[src/rtl/adc_cmd_pkg.sv]
package adc_cmd_pkg;
    localparam logic [3:0] MODE_MANUAL = 4'h1;
    localparam logic [3:0] MODE_PINSET = 4'h4;

    typedef enum logic [1:0] {
        RX_IDLE,
        RX_SHIFT,
        RX_OVERRUN
    } rx_state_e;

    // conversion settings, bit 6 down to bit 0
    typedef struct packed {
        logic       range_hi;
        logic       pwr_dn;
        logic       data_req;
        logic [3:0] level;
    } conv_cfg_t;

    // pin setup, bit 8 down to bit 0
    typedef struct packed {
        logic       pd_pin_en;
        logic       rng_pin_en;
        logic [2:0] alarm;
        logic [3:0] dir;
    } pin_cfg_t;
endpackage

[src/rtl/spi_frame_rx.sv]
module spi_frame_rx
    import adc_cmd_pkg::*;
#(
    parameter int FRAME_W = 16
) (
    input  logic               clk,
    input  logic               rst_n,
    input  logic               sclk,
    input  logic               cs_n,
    input  logic               mosi,
    output logic               commit,
    output logic [FRAME_W-1:0] frame,
    output logic               frame_start,
    output logic               shift_out,
    output logic               active
);
    localparam int CNT_W = $clog2(FRAME_W + 1);
    localparam logic [CNT_W-1:0] FULL = CNT_W'(FRAME_W);

    logic sclk_q, sclk_qq, cs_q, cs_qq, mosi_q;
    logic sclk_rise, sclk_fall, cs_fall, cs_rise;
    rx_state_e state, state_nxt;
    logic [CNT_W-1:0] cnt;
    logic [FRAME_W-1:0] shreg;

    always_ff @(posedge clk or negedge rst_n) begin
        if (!rst_n) begin
            sclk_q  <= 1'b0;
            sclk_qq <= 1'b0;
            cs_q    <= 1'b1;
            cs_qq   <= 1'b1;
            mosi_q  <= 1'b0;
        end else begin
            sclk_q  <= sclk;
            sclk_qq <= sclk_q;
            cs_q    <= cs_n;
            cs_qq   <= cs_q;
            mosi_q  <= mosi;
        end
    end

    assign sclk_rise = sclk_q & ~sclk_qq;
    assign sclk_fall = ~sclk_q & sclk_qq;
    assign cs_fall   = ~cs_q & cs_qq;
    assign cs_rise   = cs_q & ~cs_qq;

    // state register
    always_ff @(posedge clk or negedge rst_n) begin
        if (!rst_n) state <= RX_IDLE;
        else        state <= state_nxt;
    end

    always_comb begin
        state_nxt = state;
        unique case (state)
            RX_IDLE:    if (cs_fall) state_nxt = RX_SHIFT;
            RX_SHIFT: begin
                if (cs_rise)                        state_nxt = RX_IDLE;
                else if (sclk_rise && cnt == FULL)  state_nxt = RX_OVERRUN;
            end
            RX_OVERRUN: if (cs_rise) state_nxt = RX_IDLE;
            default:    state_nxt = RX_IDLE;
        endcase
    end

    always_ff @(posedge clk or negedge rst_n) begin
        if (!rst_n) begin
            cnt    <= '0;
            shreg  <= '0;
            commit <= 1'b0;
        end else begin
            commit <= (state == RX_SHIFT) && cs_rise && (cnt == FULL);
            if (state == RX_IDLE && cs_fall) begin
                cnt <= '0;
            end else if (state == RX_SHIFT && sclk_rise && !cs_rise && cnt != FULL) begin
                shreg <= {shreg[FRAME_W-2:0], mosi_q};
                cnt   <= cnt + 1'b1;
            end
        end
    end

    // outputs
    always_comb begin
        frame       = shreg;
        frame_start = (state == RX_IDLE) && cs_fall;
        shift_out   = (state != RX_IDLE) && sclk_fall;
        active      = (state != RX_IDLE);
    end
endmodule

[src/rtl/cmd_cfg_regs.sv]
module cmd_cfg_regs
    import adc_cmd_pkg::*;
#(
    parameter int FRAME_W = 16,
    parameter int CHAN_W  = 4,
    parameter int N_PIN   = 4
) (
    input  logic               clk,
    input  logic               rst_n,
    input  logic               commit,
    input  logic [FRAME_W-1:0] frame,
    input  logic [N_PIN-1:0]   gpio_in,
    output conv_cfg_t          conv_cfg,
    output logic [CHAN_W-1:0]  chan,
    output logic [N_PIN-1:0]   gpio_out,
    output logic [N_PIN-1:0]   gpio_oe,
    output logic               range_sel,
    output logic               power_down,
    output logic [2:0]         alarm_mode
);
    localparam int MODE_LSB = FRAME_W - 4;
    localparam int WR_BIT   = 11;
    localparam int CH_LSB   = 7;
    localparam int RST_BIT  = 9;

    pin_cfg_t pin_cfg;
    logic [3:0] mode;

    assign mode = frame[FRAME_W-1:MODE_LSB];

    always_ff @(posedge clk or negedge rst_n) begin
        if (!rst_n) begin
            conv_cfg <= '0;
            pin_cfg  <= '0;
            chan     <= '0;
        end else if (commit) begin
            case (mode)
                MODE_MANUAL: begin
                    chan <= frame[CH_LSB+CHAN_W-1:CH_LSB];
                    if (frame[WR_BIT]) conv_cfg <= conv_cfg_t'(frame[6:0]);
                end
                MODE_PINSET: begin
                    if (frame[RST_BIT]) begin
                        conv_cfg <= '0;
                        pin_cfg  <= '0;
                        chan     <= '0;
                    end else begin
                        pin_cfg <= pin_cfg_t'(frame[8:0]);
                    end
                end
                default: ;
            endcase
        end
    end

    always_comb begin
        gpio_oe    = pin_cfg.dir;
        gpio_out   = conv_cfg.level & pin_cfg.dir;
        range_sel  = pin_cfg.rng_pin_en ? gpio_in[2] : conv_cfg.range_hi;
        power_down = conv_cfg.pwr_dn | (pin_cfg.pd_pin_en & gpio_in[3]);
        alarm_mode = pin_cfg.alarm;
    end
endmodule

[src/rtl/resp_shifter.sv]
module resp_shifter #(
    parameter int FRAME_W = 16,
    parameter int CHAN_W  = 4,
    parameter int N_PIN   = 4
) (
    input  logic                       clk,
    input  logic                       rst_n,
    input  logic                       load_resp,
    input  logic                       frame_start,
    input  logic                       shift_out,
    input  logic                       active,
    input  logic                       data_req,
    input  logic                       power_down,
    input  logic [CHAN_W-1:0]          chan,
    input  logic [N_PIN-1:0]           gpio_in,
    input  logic [FRAME_W-CHAN_W-1:0]  sample,
    output logic [FRAME_W-1:0]         resp_word,
    output logic                       miso
);
    localparam int SMP_W = FRAME_W - CHAN_W;
    localparam int PAD_W = FRAME_W - N_PIN;

    logic [FRAME_W-1:0] sr;

    always_ff @(posedge clk or negedge rst_n) begin
        if (!rst_n) begin
            resp_word <= '0;
            sr        <= '0;
        end else begin
            if (load_resp) begin
                if (data_req)        resp_word <= {gpio_in, {PAD_W{1'b0}}};
                else if (power_down) resp_word <= {chan, {SMP_W{1'b0}}};
                else                 resp_word <= {chan, sample};
            end
            if (frame_start)    sr <= resp_word;
            else if (shift_out) sr <= {sr[FRAME_W-2:0], 1'b0};
        end
    end

    assign miso = active & sr[FRAME_W-1];
endmodule

[src/rtl/adc_cmd_dec.sv]
module adc_cmd_dec
    import adc_cmd_pkg::*;
(
    input  logic        clk,
    input  logic        rst_n,
    input  logic        spi_sclk,
    input  logic        spi_cs_n,
    input  logic        spi_mosi,
    output logic        spi_miso,
    input  logic [11:0] sample_in,
    input  logic [3:0]  gpio_in,
    output logic [3:0]  gpio_out,
    output logic [3:0]  gpio_oe,
    output logic        range_sel,
    output logic        power_down,
    output logic [2:0]  alarm_mode
);
    localparam int FRAME_W = 16;
    localparam int CHAN_W  = 4;
    localparam int N_PIN   = 4;

    logic               commit, load_resp, frame_start, shift_out, active;
    logic [FRAME_W-1:0] frame_w, resp_word;
    conv_cfg_t          conv_cfg;
    logic [CHAN_W-1:0]  chan;

    spi_frame_rx #(.FRAME_W(FRAME_W)) u_rx (
        .clk(clk), .rst_n(rst_n), .sclk(spi_sclk), .cs_n(spi_cs_n), .mosi(spi_mosi),
        .commit(commit), .frame(frame_w), .frame_start(frame_start),
        .shift_out(shift_out), .active(active)
    );

    cmd_cfg_regs #(.FRAME_W(FRAME_W), .CHAN_W(CHAN_W), .N_PIN(N_PIN)) u_regs (
        .clk(clk), .rst_n(rst_n), .commit(commit), .frame(frame_w), .gpio_in(gpio_in),
        .conv_cfg(conv_cfg), .chan(chan), .gpio_out(gpio_out), .gpio_oe(gpio_oe),
        .range_sel(range_sel), .power_down(power_down), .alarm_mode(alarm_mode)
    );

    // response is built one cycle after the registers take the commit
    always_ff @(posedge clk or negedge rst_n) begin
        if (!rst_n) load_resp <= 1'b0;
        else        load_resp <= commit;
    end

    resp_shifter #(.FRAME_W(FRAME_W), .CHAN_W(CHAN_W), .N_PIN(N_PIN)) u_tx (
        .clk(clk), .rst_n(rst_n), .load_resp(load_resp), .frame_start(frame_start),
        .shift_out(shift_out), .active(active), .data_req(conv_cfg.data_req),
        .power_down(power_down), .chan(chan), .gpio_in(gpio_in), .sample(sample_in),
        .resp_word(resp_word), .miso(spi_miso)
    );
endmodule

[config.mk]
export PLATFORM = sky130hd
export DESIGN_NAME = adc_cmd_dec
export DESIGN_NICKNAME = d
export VERILOG_FILES = /design/src/rtl/adc_cmd_pkg.sv /design/src/rtl/spi_frame_rx.sv /design/src/rtl/cmd_cfg_regs.sv /design/src/rtl/resp_shifter.sv /design/src/rtl/adc_cmd_dec.sv
export SDC_FILE = /design/constraint.sdc
export NUM_CORES = 1
export LEC_CHECK = 0
export BUFFER_PORTS_ARGS = -buffer_cell sky130_fd_sc_hd__buf_2
export CAP_MARGIN = 25
export CORE_AREA = 2 2 89 91
export CTS_CLUSTER_SIZE = 25
export DETAILED_ROUTE_END_ITERATION = 8
export DIE_AREA = 0 0 91 93
export PLACE_DENSITY = 0.69
export SLEW_MARGIN = 20
export SYNTH_ARGS = -nofsm -noshare
export SYNTH_HDL_FRONTEND = slang
export SYNTH_SLANG_ARGS = --single-unit
[constraint.sdc]
create_clock -name clk -period 2.7 [get_ports clk]
set_clock_uncertainty 0.2 [all_clocks]
set_input_delay 0.405 -clock clk [delete_from_list [all_inputs] [get_ports clk]]
set_output_delay 0.405 -clock clk [all_outputs]
set_load 0.01 [all_outputs]
# Yosys cells after proc, flatten, opt, wreduce, memory -nomap -nowiden
# Index checks and enable logic that the tools add are counted.
dict set report classes {
  shift 0
  n_bitwise 13
  n_lt_le_gt_ge 0
  n_reduce_logical 19
  n_mul 0
  div_mod_pow 0
  muxes 18
  n_eq_ne 11
  n_addsub 1
}
# operator count
set ops {}
lappend ops {{two-way mux 16 bit} 3}
lappend ops {{two-way mux 7 bit} 2}
lappend ops {{one-hot mux 7 bit (2 select lines)} 1}
lappend ops {{two-way mux 12 bit} 1}
lappend ops {{two-way mux 5 bit} 2}
lappend ops {{two-way mux 9 bit} 1}
lappend ops {{logical AND 1 bit} 8}
lappend ops {{two-way mux 2 bit} 4}
lappend ops {{one-hot mux 4 bit (2 select lines)} 1}
lappend ops {{nonzero test 2 bit} 4}
lappend ops {{AND 1 bit} 6}
lappend ops {{one-hot mux 2 bit (3 select lines)} 1}
lappend ops {{AND reduction 3 bit} 2}
lappend ops {{adder 5 x 1 -> 5 bit (second input constant)} 1}
lappend ops {{equality test 5 bit (second input constant)} 1}
lappend ops {{!= test 5 bit (second input constant)} 1}
lappend ops {{NOT 1 bit} 5}
lappend ops {{AND 4 bit} 1}
lappend ops {{equality test 4 x 1 -> 1 bit (second input constant)} 1}
lappend ops {{equality test 4 x 3 -> 1 bit (second input constant)} 1}
lappend ops {{two-way mux 4 bit} 1}
lappend ops {{!= test 2 x 1 -> 1 bit (second input constant)} 2}
lappend ops {{!= test 2 bit (second input constant)} 2}
lappend ops {{AND reduction 2 bit} 2}
lappend ops {{other kinds (8)} 8}
dict set report word_totals {
  romBits 0
  reg_bits 82
  ram_bits 0
  in_bits 21
  latch_bits 0
  mem_count 0
  elab_cells 83
}

# Logic depth before layout (Yosys ltp)
# Gate-level depths: netlist of the first run.
dict set report depth {
  depth_word 7
  ltp_mapped 6
  mapped_depth_nobuf 5
}

# By module
# A second synthesis of the first run with hierarchy kept.
dict set report hier_totals {
  hier_cells 308
  hier_area_um2 3728.6
}
# module area_each_um2 n_inst cells_each seq_area_each_um2
set by_module_without_submodules {}
lappend by_module_without_submodules {resp_shifter 1485.2 1 140 800.8}
lappend by_module_without_submodules {spi_frame_rx 1241.2 1 86 728.2}
lappend by_module_without_submodules {cmd_cfg_regs 977.2 1 81 500.5}
lappend by_module_without_submodules {adc_cmd_dec 25.0 1 1 25.0}

# Least setup slack after synthesis of the first run
# Ideal clock, no wire load.
dict set report synth_path {
  path_type {register -> output}
  start {register u_rx.state[0]}
  end {output port spi_miso}
  stages_incl_launch_ff 5
  slack_ns 0.803
  arrival_time_ns 1.292
  path_cell_list {dfrtp_1 > or2_2 > clkbuf_1 > clkbuf_1 > and2_1}
}
dict set report synth_via {
  elab_chain_len 2
}
# element line_no
set synth_lines {}
lappend synth_lines {{start: declaration} spi_frame_rx.sv:22} ;# rx_state_e state, state_nxt;
lappend synth_lines {{start signal: assignment} spi_frame_rx.sv:50} ;# else state <= state_nxt;
lappend synth_lines {{nonzero test 2 bit} spi_frame_rx.sv:87} ;# active = (state != RX_IDLE);
lappend synth_lines {{AND 1 bit} resp_shifter.sv:40} ;# assign miso = active & sr[FRAME_W-1];
lappend synth_lines {{end: declaration} adc_cmd_dec.sv:9} ;# output logic spi_miso,
# No other way between the ends.

# Worst setup path in the final report of the first run
# Same ends and word-level chain as after synthesis.

==> out/results.tsv, run 1 <==
stage	metric	value	unit
outcome	status	complete, no violations	
logic_synthesis	netlist_area	3650	sq um
global_route	grt.overflow.total	0	
floorplanning	die_w	91	microns
logic_synthesis	synth_compound_area_frac	0.150	
sta	final_max_slew_viol_count	0	
floorplanning	pin_count	35	
detailed_routing	dr.pass1.iters	4	
setup_path	crit_chain	or2_2 > and2_1 > buf_2	
logic_synthesis	synthAdderAreaFrac	0.00686	
pwr	p_per_area	681	nW/um^2
sta	period_minus_slack	2.25	ns
clocking	clockRootBuffer	clkbuf_8	
finish	fill_cells	682	
global_route	first_global_vias	2502	
logic_synthesis	yosys.area_share.simple	0.135	
clocking	clk_latency	0.35	ns
sta	holdWs	0.0592	ns
sta	worst_pin_slew	0.624	ns
setup_path	critPathBufInv	1	
pwr	ir_worst_vdd	0.000321	V
logic_synthesis	synthMostInstantiatedCell	dfrtp_1	
finish	final_util	0.543	
logic_synthesis	yosysWarnings	0	
detailed_routing	routed_wirelength	6.74	mm
sta	clock.fmax	444	MHz
setup_path	crit_family	simple AND/OR/NAND/NOR gates	
clocking	clockBufferDepth	2	
job	maxCapViolCount	0	
clocking	cts_tree	done	
global_route	grt_util_met3	0.0411	
sta	setup_viol	0	
place	hpwl	4.55	mm
logic_synthesis	synth_edf_count	0	
logic_synthesis	synth_seq_cells	82	
logic_synthesis	seq_area_frac_synth	0.563	
global_route	antenna_found_initial	0	
global_route	grt_pass1_wl	11.7	mm
setup_path	ff2ff_setup_slack	0.56	ns
floorplanning	fp.dieArea	8460	sq um
floorplanning	die_y	93	microns
clocking	path_clk_slew	0.09	ns
clocking	cts_made_buffers	9	
finish	final_layout_size_suffix_gt1_frac	0.222	
sta	post-route-period-util	0.834	
pwr	p_leak	0.00182	uW
logic_synthesis	yosysUniqueCellTypes	42	
finish	area_growth	12.0	%
detailed_routing	wire_per_inst	14.6	microns
finish	antenna_cells	0	
global_route	grt_usage	0.175	
sta	hold_viol	0	
logic_synthesis	synth_top_family_by_area	compound AO/OA/AOI/OAI gates	
logic_synthesis	synthTopCellsByCount	dfrtp_1 (80), nand2_1 (42), mux2_2 (17)	
floorplanning	start_util	0.484	
place	port_buffers	34	
setup_path	slowest_delay	0.48	ns
floorplanning	coreArea	7530	sq um
global_route	grt_max_degree	48	
logic_synthesis	syn_avg_cell_area	11.0	sq um
finish	nNetsFinal	379	
clocking	cts_resized	0	
place	place_congestion	0.773	
floorplanning	rows	32	
detailed_routing	vias	2490	
logic_synthesis	syn_nets	353	
logic_synthesis	synth_top_area_cell	dfrtp_1	
global_route	use_met2	0.277	
setup_path	end_kind	output pin	
global_route	busiest_layer	met2	
sta	slew_headroom	0.584	
clocking	clock-sinks	82	
sta	tns	0	ns
setup_path	worstPathArrival	1.65	ns
clocking	postCtsHoldBufs	4	
logic_synthesis	yosysTopAreaCellShare	0.549	
logic_synthesis	synthArstFlopShare	1.00	
clocking	htree_levels	3	
setup_path	cp-start-kind	register	
setup_path	worstPathMaxFanout	17	
logic_synthesis	synth_area_leaders	dfrtp_1 (55%), mux2_2 (5.3%), nand2_1 (4.3%)	
detailed_routing	postRouteAntennaNets	0	
logic_synthesis	synthXorXnorAreaFrac	0	
setup_path	cpMaxStageDelayCell	dfrtp_1	
detailed_routing	viasPerCell	5.38	
clocking	post_cts_buffers	0	
min_path	hp-class	in -> reg	
detailed_routing	drc	0	
sta	rsz0062_at_grt	no	
logic_synthesis	synth_mux_area_frac	0.0937	
logic_synthesis	ys.flop_type	dfrtp_1	
global_route	met1_usage	0.235	
setup_path	crit_type	reg -> out	
setup_path	cp_data_required_time	2.10	ns
logic_synthesis	synth_cells	330	
detailed_routing	first_iter_violations	96	
-- metrics by stage --
stage	cell area, sq um	worst slack, ns	std cells	power, uW
2_1_floorplan	3650	0.803	330	1860
6_report	4080	0.447	463	2780
3_5_place_dp	3870	0.565	443	2000
4_1_cts	4080	0.429	463	2820
5_1_grt	4080	0.376	463	2960
3_3_place_gp	3870	0.613	443	1980
-- routing by layer --
layer	wire length (microns)	share of wire
met5	0	0
met2	3200	0.48
met1	3240	0.48
met3	203	0.030
met4	92	0.014
-- area by class of cell --
class	count	area, sq um	area share
inverter	13	48.8	0.0119
clock buffer	10	128	0.0312
tap	102	128	0.0312
clock inverter	6	50.0	0.0123
timing repair buffer	43	263	0.0643
multi-input combinational	207	1410	0.346
sequential	82	2050	0.503
-- sequential cells by signal, indices dropped and copies added, names as in the netlist --
register           count
u_rx.frame            16
u_tx.resp_word        16
u_tx.sr               16
u_regs.conv_cfg        7
u_rx.cnt               5
u_regs.chan            4
u_regs.gpio_oe         4
u_regs.alarm_mode      3
u_regs.pin_cfg         2
u_rx.state             2
load_resp              1
u_rx.commit            1
u_rx.cs_q              1
u_rx.cs_qq             1
u_rx.mosi_q            1
u_rx.sclk_q            1
u_rx.sclk_qq           1
-- layout by cell type (no fill, tap or decap), types with 3 or more instances in the layout --
| cell | n |
|---|---|
| nand2_1 | 42 |
| nor2_1 | 9 |
| o21ai_0 | 15 |
| inv_1 | 13 |
| a21oi_1 | 7 |
| nand4_1 | 3 |
| buf_2 | 33 |
| nand2b_1 | 12 |
| mux2i_1 | 15 |
| mux2_2 | 17 |
| clkbuf_8 | 9 |
| dfrtp_1 | 80 |
| a31oi_1 | 14 |
| o21ai_1 | 9 |
| a211oi_1 | 14 |
| nor4b_1 | 3 |
| a22o_1 | 12 |
| dlygate4sd3_1 | 4 |
| and2_1 | 7 |
| buf_4 | 5 |
-- power breakdown --
part | switching (uW) | leakage (uW) | total, uW | internal [uW]
logic | 219 | 0.000721 | 426 | 207
registers | 141 | 0.00102 | 1550 | 1410
clock network | 458 | 0.0000835 | 802 | 344
-- path summary, 6_finish.rpt --
| path | depth (start not counted) | to | from |
|---|---|---|---|
| worst min-delay path | 2 | u_tx.resp_word[7]$_DFFE_PN0P_ | sample_in[7] |
| min in group asynchronous | 2 | u_tx.sr[7]$_DFFE_PN0P_ | rst_n |
| worst max-delay path | 3 | spi_miso | u_rx.state[0]$_DFFE_PN0P_ |
| max in group asynchronous | 3 | u_regs.alarm_mode[2]$_DFFE_PN0P_ | rst_n |
| worst max register to register | 3 | u_regs.alarm_mode[2]$_DFFE_PN0P_ | u_rx.frame[12]$_DFFE_PN0P_ |
| worst min register to register | 0 | u_rx.cs_qq$_DFF_PN1_ | u_rx.cs_q$_DFF_PN1_ |
-- cell families after synthesis --
kind of cell | after synthesis
compound gates | 81
mux | 32
simple gates | 92
buf+inv | 41
fa+ha+maj | 2
flops | 82
No activity file was read; power rests on OpenSTA's default activity.
==> run 2, diff against run 1 <==
--- a/config.mk
+++ b/config.mk
@@ -11,7 +11,7 @@
 export CTS_CLUSTER_SIZE = 25
 export DETAILED_ROUTE_END_ITERATION = 8
 export DIE_AREA = 0 0 91 93
-export PLACE_DENSITY = 0.69
+export PLACE_DENSITY = 0.71
 export SLEW_MARGIN = 20
 export SYNTH_ARGS = -nofsm -noshare
 export SYNTH_HDL_FRONTEND = slang
==> constraint.sdc (replaced) <==
create_clock -name clk -period 1.95 [get_ports clk]
set_clock_uncertainty 0.2 [all_clocks]
set_input_delay 0.2925 -clock clk [delete_from_list [all_inputs] [get_ports clk]]
set_output_delay 0.2925 -clock clk [all_outputs]
set_load 0.01 [all_outputs]
==> run 2 against run 1 <==
  * Critical path depth up 1
  * Combinational power up 54%
  * Global-route usage up 1.8 points
  * Total power up 43%
  * Clock-buffer cell count unchanged
  * Core utilization up 3.6 points
  * Die area unchanged
  * Worst setup slack worse by 0.38 ns
  * Flip-flop and latch count unchanged
  * Via count up 6.7%
  * Cell count up 6.5%
  * Clock power up 48%
  * Critical path type is now reg -> reg
  * Highest routed layer unchanged
==> out/results.tsv, run 2 (synthesized netlist as in run 1, its figures left out) <==
stage	metric	value	unit	change
global_route	use_met2	0.299		+0.0222
detailed_routing	wire_per_inst	14.6	microns	+0.14%
min_path	min_from	gpio_in[1]		
floorplanning	rows	32		unchanged
sta	setup_slack	0.0659	ns	-0.381 ns
sta	post-route-period-util	0.966		
detailed_routing	viasPerCell	5.39		+0.25%
min_path	hp-class	in -> reg		
pwr	ir_worst_vdd	0.000499	V	+55%
sta	period_minus_slack	1.88	ns	
detailed_routing	drc	0		unchanged
place	place_ws	0.109	ns	-0.457 ns
global_route	grt_usage	0.192		+0.0176
floorplanning	fp.dieArea	8460	sq um	unchanged
setup_path	slowest_delay	0.52	ns	+0.04 ns
setup_path	critPathMostFrequentCell	buf_4		
finish	area_growth	19.5	%	
setup_path	crit_type	reg -> reg		
setup_path	cp_data_required_time	2.00	ns	-0.10 ns
global_route	antenna_found_initial	0		unchanged
job	maxCapViolCount	0		unchanged
sta	rsz0062_at_grt	no		
clocking	cts_tree	done		
setup_path	worstPathMaxFanout	19		+2
sta	tns	0	ns	unchanged
pwr	power	3980	uW	+43%
setup_path	worstPathArrival	1.94	ns	+0.29 ns
finish	mostFrequentLayoutCell	dfrtp_1		
sta	hold_viol	0		unchanged
outcome	status	complete, no violations		
detailed_routing	routed_wirelength	7.19	mm	+6.6%
floorplanning	pin_count	35		unchanged
pwr	p_leak	0.00198	uW	+8.3%
sta	setup_viol	0		unchanged
min_path	hold_path_depth	3		+1
place	hpwl	4.94	mm	+8.7%
place	place_congestion	0.780		+1.0%
sta	slew_headroom	0.725		+0.141
sta	worst_pin_slew	0.406	ns	-0.218 ns
global_route	grt_util_met3	0.0459		+0.00483
pwr	switching_share	0.294		+0.000604
detailed_routing	first_iter_violations	102		+6.3%
sta	clock.fmax	531	MHz	
clocking	clock-sinks	82		unchanged
finish	nNetsFinal	409		+7.9%
setup_path	crit_family	simple AND/OR/NAND/NOR gates		
floorplanning	die_w	91	microns	unchanged
floorplanning	die_y	93	microns	unchanged
pwr	intPower	2810	uW	+43%
clocking	htree_levels	3		unchanged
setup_path	ff2ff_setup_slack	0.07	ns	-0.49 ns
global_route	grt_max_degree	50		+4.2%
pwr	clock_power_share	0.298		+0.010
detailed_routing	postRouteAntennaNets	0		unchanged
setup_path	crit_chain	buf_4 > or4b_1 > buf_4 > o221a_2		
pwr	seqPwrFrac	0.537		-0.022
setup_path	r2r_cells	4		+1
detailed_routing	vias	2658		+6.7%
clocking	clk_latency	0.36	ns	about the same
global_route	grt.overflow.total	0		unchanged
clocking	cts_made_buffers	9		unchanged
setup_path	end_kind	register		
setup_path	r2r-end	u_tx.sr[1]$_DFFE_PN0P_		
global_route	busiest_layer	met2		
global_route	met1_usage	0.261		+0.0257
pwr	switchingPower	1170	uW	+43%
setup_path	cp-start-kind	register		
clocking	path_clk_slew	0.09	ns	about the same
global_route	grt_pass1_wl	12.9	mm	+10%
finish	layoutNonFillerInstCount	493		+6.5%
pwr	power_frac_comb	0.164		+0.011
clocking	clockBufferDepth	2		unchanged
clocking	clockRootBuffer	clkbuf_8		
min_path	hold_end	u_tx.resp_word[13]$_DFFE_PN0P_		
sta	final_max_slew_viol_count	0		unchanged
setup_path	critPathBufInv	2		+1
finish	layout_common_cells	dfrtp_1 (78), nand2_1 (42), buf_2 (33)		
detailed_routing	dr.pass1.iters	5		+1
global_route	first_global_vias	2692		+7.6%
setup_path	cpMaxStageDelayCell	or4b_1		
place	placed_cells_incl_taps	458		+3.4%
finish	antenna_cells	0		unchanged
floorplanning	start_util	0.484		unchanged
pwr	p_per_area	913	nW/um^2	+34%
place	port_buffers	34		unchanged
setup_path	reg2reg_from	u_rx.state[0]$_DFFE_PN0P_		
floorplanning	coreArea	7530	sq um	unchanged
finish	final_layout_size_suffix_gt1_frac	0.258		+0.0367
[run 2: cell types whose count changed in the layout (fill, tap and decap cells not counted), sizes merged]
| cell | delta |
|---|---|
| clkinvlp | -2 |
| buf | +18 |
| dlygate4sd3 | +12 |
| inv | +3 |
| clkinv | -1 |
[run 2: worst max path at each step]
stage,startpoint,to,slack [ns],cells past startpoint
finish,u_rx.state[0]$_DFFE_PN0P_,u_tx.sr[1]$_DFFE_PN0P_,0.07,4
global route,u_rx.state[0]$_DFFE_PN0P_,spi_miso,0.01,3
CTS,u_rx.state[0]$_DFFE_PN0P_,spi_miso,0.06,3
detailed placement,u_rx.frame[13]$_DFFE_PN0P_,u_regs.gpio_oe[1]$_DFFE_PN0P_,0.11,3
global placement,u_rx.frame[13]$_DFFE_PN0P_,u_regs.gpio_oe[0]$_DFFE_PN0P_,0.14,3
floorplan,u_rx.cnt[0]$_DFFE_PN0P_,u_rx.frame[10]$_DFFE_PN0P_,0.08,6
[run 2: cell type report]
type | count | area (sq um)
multi-input combinational | 207 | 1410
fill | 670 | 3170
clock inverter | 6 | 52.6
tap | 102 | 128
sequential | 82 | 2060
clock buffer | 10 | 138
inverter | 13 | 48.8
timing repair buffer | 73 | 522
[run 2: per-layer routing]
metal / wire [microns] / share of wire
met5: 0 / 0
met3: 168 / 0.023
met1: 3350 / 0.47
met4: 142 / 0.020
met2: 3530 / 0.49
[run 2: worst reg2reg max path: stages (launching register included)]
cell     delay, ns
dfrtp_2       0.41
buf_4         0.16
or4b_1        0.52
buf_4         0.22
o221a_2       0.28
[run 2: through the flow]
| stage | hold WS (ns) | cell area, sq um | util |
|---|---|---|---|
| finish | 0.0531 | 4360 | 0.579 |
| global route | 0.0570 | 4360 | 0.579 |
| CTS | 0.0376 | 4350 | 0.578 |
| detailed placement | -0.0276 | 3980 | 0.529 |
| global placement | -0.0233 | 3980 | 0.529 |
| floorplan | -0.203 | 3650 | - |
[run 2: repair_timing]
item | in CTS | in global routing
buffers inserted | 3 | 0
hold endpoints to repair | 97 | 0
hold buffers | 16 | 0
pin swaps | 0 | 0
gates cloned | 0 | 0
gates resized for setup | 2 | 2
endpoints found under the setup margin | 1 | 3
[run 2: power groups by stage]
stage          Combinational, uW  Clock, uW  Sequential, uW
6_report                     654       1190            2140
5_1_grt                      753       1300            2170
4_1_cts                      663       1230            2140
3_5_place_dp                 625          0            2170
3_3_place_gp                 599          0            2170
2_1_floorplan                453          0            2120
